==> config.mk <==
export PLATFORM = sky130hd
export DESIGN_NAME = ovuv_duty_regulator
export DESIGN_NICKNAME = d
export VERILOG_FILES = /design/src/rtl/ovuv_pkg.sv /design/src/rtl/ovuv_flag_sync.sv /design/src/rtl/ovuv_step_counter.sv /design/src/rtl/ovuv_duty_regulator.sv
export SDC_FILE = /design/constraint.sdc
export NUM_CORES = 1
export LEC_CHECK = 0
export ABC_AREA = 1
export BUFFER_PORTS_ARGS = -buffer_cell sky130_fd_sc_hd__buf_4
export CAP_MARGIN = 20
export CORE_MARGIN = 5
export CORE_UTILIZATION = 47
export CTS_CLUSTER_SIZE = 24
export DETAILED_ROUTE_END_ITERATION = 6
export GPL_TIMING_DRIVEN = 0
export PLACE_DENSITY_LB_ADDON = 0.05
export SLEW_MARGIN = 20
export SYNTH_ARGS = -nofsm -noshare
export SYNTH_HDL_FRONTEND = slang
export SYNTH_SLANG_ARGS = --single-unit
export TNS_END_PERCENT = 5
==> constraint.sdc <==
create_clock -name clk_i -period 5.2 [get_ports clk_i]
set_input_delay 0 -clock clk_i [delete_from_list [all_inputs] [get_ports clk_i]]
set_output_delay 0 -clock clk_i [all_outputs]
set_load 0.05 [all_outputs]
==> src/rtl/ovuv_pkg.sv <==
package ovuv_pkg;
  typedef enum logic [1:0] {
    MODE_HOLD = 2'd0,
    MODE_OV   = 2'd1,
    MODE_UV   = 2'd2
  } reg_mode_e;
endpackage

==> src/rtl/ovuv_flag_sync.sv <==
module ovuv_flag_sync #(
  parameter int unsigned WIDTH  = 2,
  parameter int unsigned STAGES = 2
) (
  input  logic             clk_i,
  input  logic             rst_ni,
  input  logic [WIDTH-1:0] async_i,
  output logic [WIDTH-1:0] sync_o
);
  logic [WIDTH-1:0] stage_q [STAGES];

  for (genvar s = 0; s < STAGES; s++) begin : g_stage
    always_ff @(posedge clk_i or negedge rst_ni) begin
      if (!rst_ni) begin
        stage_q[s] <= '0;
      end else if (s == 0) begin
        stage_q[s] <= async_i;
      end else begin
        stage_q[s] <= stage_q[(s == 0) ? 0 : s-1];
      end
    end
  end

  assign sync_o = stage_q[STAGES-1];
endmodule

==> src/rtl/ovuv_step_counter.sv <==
module ovuv_step_counter #(
  parameter int unsigned WIDTH = 8,
  parameter int unsigned INIT  = 128
) (
  input  logic             clk_i,
  input  logic             rst_ni,
  input  logic             clr_i,
  input  logic             keep_i,
  input  logic             up_i,
  output logic [WIDTH-1:0] cnt_o,
  output logic             term_o
);
  localparam logic [WIDTH-1:0] LOAD_VAL = WIDTH'(INIT);
  localparam logic [WIDTH-1:0] TOP_VAL  = '1;

  logic [WIDTH-1:0] cnt_q, cnt_d;
  logic             cnt_en;

  assign term_o = up_i ? (cnt_q == TOP_VAL) : (cnt_q == '0);
  assign cnt_en = clr_i | ~keep_i;

  always_comb begin
    cnt_d = cnt_q;
    if (clr_i || term_o) begin
      cnt_d = LOAD_VAL;
    end else if (up_i) begin
      cnt_d = cnt_q + WIDTH'(1);
    end else begin
      cnt_d = cnt_q - WIDTH'(1);
    end
  end

  always_ff @(posedge clk_i or negedge rst_ni) begin
    if (!rst_ni) begin
      cnt_q <= LOAD_VAL;
    end else if (cnt_en) begin
      cnt_q <= cnt_d;
    end
  end

  assign cnt_o = cnt_q;


  reload_chk: assert property (@(posedge clk_i) disable iff (!rst_ni)
    (clr_i || (term_o && !keep_i)) |=> (cnt_q == LOAD_VAL));
endmodule

==> src/rtl/ovuv_duty_regulator.sv <==
module ovuv_duty_regulator
  import ovuv_pkg::*;
#(
  parameter int unsigned DUTY_W       = 8,
  parameter int unsigned MAIN_INIT    = 128,
  parameter int unsigned GUARD_MARGIN = 3,
  parameter int unsigned SYNC_STAGES  = 2
) (
  input  logic              clk_i,
  input  logic              rst_ni,
  input  logic              ov_flag_i,
  input  logic              uv_flag_i,
  output logic              ctr_rst_o,
  output logic              ctr_hold_o,
  output logic              ctr_up_o,
  output logic [DUTY_W-1:0] duty_o
);
  localparam int unsigned OV_GUARD_INIT = MAIN_INIT - GUARD_MARGIN;
  localparam int unsigned UV_GUARD_INIT = MAIN_INIT + GUARD_MARGIN;

  logic [1:0]  flags_s;
  logic        ov_s, uv_s;
  reg_mode_e   mode_q, mode_d, mode_req;
  logic        clamp_q, clamp_d;
  logic        mode_change, enter_ov, enter_uv;
  logic        ov_guard_hold, uv_guard_hold;
  logic        ov_guard_term, uv_guard_term;
  logic [DUTY_W-1:0] ov_guard_cnt, uv_guard_cnt;

  ovuv_flag_sync #(.WIDTH(2), .STAGES(SYNC_STAGES)) sync_i (
    .clk_i   (clk_i),
    .rst_ni  (rst_ni),
    .async_i ({uv_flag_i, ov_flag_i}),
    .sync_o  (flags_s)
  );
  assign ov_s = flags_s[0];
  assign uv_s = flags_s[1];

  // Requested mode: overvoltage has priority
  always_comb begin
    if (ov_s)      mode_req = MODE_OV;
    else if (uv_s) mode_req = MODE_UV;
    else           mode_req = MODE_HOLD;
  end

  assign mode_change = (mode_req != mode_q);
  assign enter_ov    = mode_change && (mode_req == MODE_OV);
  assign enter_uv    = mode_change && (mode_req == MODE_UV);

  always_comb begin
    mode_d  = mode_req;
    clamp_d = clamp_q;
    if (mode_change) begin
      clamp_d = 1'b0;
    end else if ((mode_q == MODE_OV && ov_guard_term && !ov_guard_hold) ||
                 (mode_q == MODE_UV && uv_guard_term && !uv_guard_hold)) begin
      clamp_d = 1'b1;
    end
  end

  always_ff @(posedge clk_i or negedge rst_ni) begin
    if (!rst_ni) begin
      mode_q  <= MODE_HOLD;
      clamp_q <= 1'b0;
    end else begin
      mode_q  <= mode_d;
      clamp_q <= clamp_d;
    end
  end

  assign ctr_rst_o  = enter_ov | enter_uv;
  assign ctr_hold_o = (mode_q == MODE_HOLD) | clamp_q;
  assign ctr_up_o   = (mode_q == MODE_UV);

  assign ov_guard_hold = (mode_q != MODE_OV) | clamp_q;
  assign uv_guard_hold = (mode_q != MODE_UV) | clamp_q;

  ovuv_step_counter #(.WIDTH(DUTY_W), .INIT(MAIN_INIT)) main_cnt_i (
    .clk_i  (clk_i),
    .rst_ni (rst_ni),
    .clr_i  (ctr_rst_o),
    .keep_i (ctr_hold_o),
    .up_i   (ctr_up_o),
    .cnt_o  (duty_o),
    .term_o ()
  );

  ovuv_step_counter #(.WIDTH(DUTY_W), .INIT(OV_GUARD_INIT)) ov_guard_i (
    .clk_i  (clk_i),
    .rst_ni (rst_ni),
    .clr_i  (enter_ov),
    .keep_i (ov_guard_hold),
    .up_i   (1'b0),
    .cnt_o  (ov_guard_cnt),
    .term_o (ov_guard_term)
  );

  ovuv_step_counter #(.WIDTH(DUTY_W), .INIT(UV_GUARD_INIT)) uv_guard_i (
    .clk_i  (clk_i),
    .rst_ni (rst_ni),
    .clr_i  (enter_uv),
    .keep_i (uv_guard_hold),
    .up_i   (1'b1),
    .cnt_o  (uv_guard_cnt),
    .term_o (uv_guard_term)
  );


  ov_step_chk: assert property (@(posedge clk_i) disable iff (!rst_ni)
    (mode_q == MODE_OV && !ctr_hold_o && !ctr_rst_o)
      |=> (duty_o == $past(duty_o) - DUTY_W'(1)));


  uv_step_chk: assert property (@(posedge clk_i) disable iff (!rst_ni)
    (mode_q == MODE_UV && !ctr_hold_o && !ctr_rst_o)
      |=> (duty_o == $past(duty_o) + DUTY_W'(1)));


  hold_freeze_chk: assert property (@(posedge clk_i) disable iff (!rst_ni)
    (ctr_hold_o && !ctr_rst_o) |=> $stable(duty_o));


  restart_chk: assert property (@(posedge clk_i) disable iff (!rst_ni)
    ctr_rst_o |=> (duty_o == DUTY_W'(MAIN_INIT)) && !ctr_rst_o);


  no_wrap_chk: assert property (@(posedge clk_i) disable iff (!rst_ni)
    (duty_o != '0) && (duty_o != '1));


  ov_priority_chk: assert property (@(posedge clk_i) disable iff (!rst_ni)
    (ov_s && uv_s && !ctr_rst_o) |-> !ctr_up_o);
endmodule

==> impl_metrics.csv <==
group,metric,value,unit
layout,synthToLayoutAreaGrowth,15.80,%
global_route,grt_pass1_vias,1379,
synthesis,ys_types,30,
sta,fin_setup_tns,0,ps
run,maxCapViolCount,0,
drt,drtIter0Drc,74,
critical_path,reg2reg_from,"mode_q[0]",
sta,period_minus_slack,1797,ps
clock_network,tritoncts.num_buffers,5,
synthesis,synthTopCellsByArea,"dfrtp_1 (28%), dfstp_2 (14%), nand2_1 (11%), inv_1 (7.0%), ha_1 (6.0%)",
drt,firstDrtPassIters,4,
global_route,grt.total_usage,0.1466,
floorplanning,die_w,73.32,um
drt,post_drt_wl_per_cell,10.91,um
synthesis,ys_seq_area_frac,0.4183,
synthesis,avgSynthCellArea,8.053,um2
critical_path,cp_data_required_time,5420,ps
drt,wl,3370,um
drt,drc,0,
critical_path,endpoint,"main_cnt_i.cnt_o[7]",
critical_path,startpoint_type,"flip-flop",
global_route,grtUsageMet3,0.03420,
critical_path,cp_max_fo,12,
critical_path,worstSetupStartpoint,"mode_q[0]",
global_route,grt_pass1_wl,6113,um
sta,worstMarginPinSlew,390.1,ps
critical_path,rrSetupSlack,3400,ps
synthesis,synthCells,234,
global_route,antenna_found_initial,0,
sta,drv_slew,0,
clock_network,clk_latency,280,ps
drt,ant_nets,0,
critical_path,rr_endpoint,"main_cnt_i.cnt_o[7]",
floorplanning,rows,23,
synthesis,netlist_area,1884,um2
floorplanning,start_util,0.4779,
worst_hold_path,hold_path_class,"in -> async",
layout,nNetsFinal,271,
critical_path,criticalPathCategory,"reg -> reg",
sta,timing.fmax,0.5566,GHz
layout,antenna_cells,0,
clock_network,cts.sinks,31,
synthesis,yosysTopAreaCellShare,0.2789,
global_route,met2_usage,0.2344,
global_route,grt_most_used_layer,"met2",
global_route,grt_max_degree,32,
power,vdd_drop_max,0.1988,mV
clock_network,cts_tree,"done",
place,port_buffers,14,
place,dpl.hpwl,2560,um
sta,fin_crit_sh,0.3455,
sta,setup_viol,0,
critical_path,crit_path_end_kind,"flip-flop",
critical_path,arrival,2020,ps
clock_network,cts_setup_buffers,0,
sta,skew,5.245,ps
floorplanning,core-area,3943,um2
layout,fill_cells,358,
layout,fin_area,2182,um2
floorplanning,die_height,73.32,um
synthesis,synthDominantAreaCellType,"dfrtp_1",
clock_network,cts.reportedPaths.clkPinSlew,60,ps
synthesis,syn-num-nets,247,
synthesis,postSynthRegisterBits,31,
critical_path,rr_worst_depth,12,
layout,drive_gt1_frac,0.1969,
drt,vias,1485,
power,p_leak,1.118,nW
run_status,outcome,"finished clean",
clock_network,cts_resized,0,
sta,max_slew_margin,0.7379,
sta,rsz0062_at_grt,"no",
global_route,grt-ovfl-total,0,
drt,avgViaCountPerCell,4.806,
place,gp_congestion,0.7415,
clock_network,cts-root-buf,"clkbuf_8",
place,placed_cell_area,2052,um2
power,p_per_area,497.6,nW/um2
floorplanning,io_pins,15,
synthesis,synth_warnings,0,
floorplanning,dieArea,5375,um2
sta,hold_violations,0,
global_route,grt_use_met1,0.1934,
clock_network,htree_num_levels,2,
clock_network,clockBufferDepth,2,
[timing repair]
action                                  in CTS  in global routing
hold buffers                                 3                  0
endpoints found under the setup margin       0                  0
hold endpoints to repair                    33                  0
[cell usage after synthesis]
| library cell | instances |
|---|---|
| o21a_1 | 2 |
| nand2_4 | 4 |
| a21oi_1 | 10 |
| nor3b_1 | 1 |
| nor2_2 | 1 |
| dfrtp_1 | 21 |
| o21ai_1 | 3 |
| nor3_2 | 1 |
| nor2_4 | 3 |
| nand2_2 | 3 |
| o21ai_4 | 1 |
| a21boi_4 | 1 |
| xor2_1 | 5 |
| nor2_1 | 17 |
| o21ai_0 | 10 |
| nand2_1 | 57 |
| o31ai_1 | 2 |
| nand3b_1 | 3 |
| nand4_1 | 3 |
| nand3_2 | 2 |
| inv_2 | 3 |
| o221ai_1 | 1 |
| nor3_1 | 4 |
| o21bai_1 | 1 |
| nor3b_2 | 1 |
| dfstp_2 | 10 |
| nand3_1 | 18 |
| xnor2_1 | 2 |
| ha_1 | 9 |
| inv_1 | 35 |
[stage by stage]
stage | utilization | hold WS (ps) | setup WS (ps) | instances | power (mW)
2_1_floorplan | - | -295.6 | 3493 | 234 | 0.7698
3_3_place_gp | 0.5205 | -38.49 | 3395 | 298 | 0.8861
3_5_place_dp | 0.5205 | -38.56 | 3400 | 298 | 0.8886
4_1_cts | 0.5535 | 195.4 | 3387 | 309 | 1.104
5_1_grt | 0.5535 | 245.9 | 3191 | 309 | 1.188
6_report | 0.5535 | 188.5 | 3403 | 309 | 1.086
[logic make-up after synthesis]
kind of cell / synth area share
AO/OA/AOI/OAI: 0.1043
flip-flops: 0.4183
buffers and inverters: 0.07570
adder cells (fa/ha/maj): 0.05976
AND/OR/NAND/NOR: 0.3094
XOR/XNOR: 0.03254
[critical path, stage by stage, from the launching register on]
cell and delay [ps]:
dfrtp_1 420, inv_2 100, nand2_4 130, ha_1 400, nand2_1 60, nand3b_1 150
nand2_1 130, nand2_1 80, nand2_1 60, nand2_1 50, nand3_1 70, nand2_1 50
inv_1 50
[cells in the final DEF, fill, tap and decap left out, types with 5 or more instances in the layout]
cell and n:
buf_4 14, nand3_1 18, o21ai_0 10, a21oi_1 10, nor2_1 17, dfrtp_1 21
dfstp_2 10, inv_1 35, xor2_1 5, nand2_1 57, ha_1 9, clkbuf_8 7
[power by group]
group          total [mW]  internal [mW]  switching, mW
clock               0.205          0.121         0.0840
combinational       0.498          0.181          0.318
sequential          0.383          0.317         0.0656
total                1.09          0.618          0.467
[registers in the layout, indices dropped and copies added, names as in the netlist]
name              cells
main_cnt_i.cnt_o      8
ov_guard_i.cnt_o      8
uv_guard_i.cnt_o      8
mode_q                2
sync_i.stage_q        2
sync_i.sync_o         2
clamp_q               1
[cell type report]
cell class | count | area (um2) | share of cell area
flip-flops and latches | 31 | 788.3 | 0.3612
well taps | 50 | 62.56 | 0.02867
inverters | 38 | 142.6 | 0.06537
clock buffers | 8 | 100.1 | 0.04587
repair buffers | 17 | 135.1 | 0.06193
multi-input cells | 165 | 953.4 | 0.4369
[layer usage]
layer / wire length (um) / vias to the layer above
li1: - / 799
met1: 1609 / 650
met2: 1496 / 32
met3: 221 / 4
met4: 44 / 0
met5: 0 / -
[worst min-delay path by stage]
stage	slack, ps	cells past startpoint	from	endpoint
floorplan	-300	0	rst_ni	clamp_q
global placement	-40	1	rst_ni	uv_guard_i.cnt_o[2]
detailed placement	-40	1	rst_ni	uv_guard_i.cnt_o[2]
CTS	200	2	rst_ni	main_cnt_i.cnt_o[5]
global route	250	2	rst_ni	main_cnt_i.cnt_o[5]
finish	190	2	rst_ni	uv_guard_i.cnt_o[2]
No activity file was read; power rests on OpenSTA's default activity.
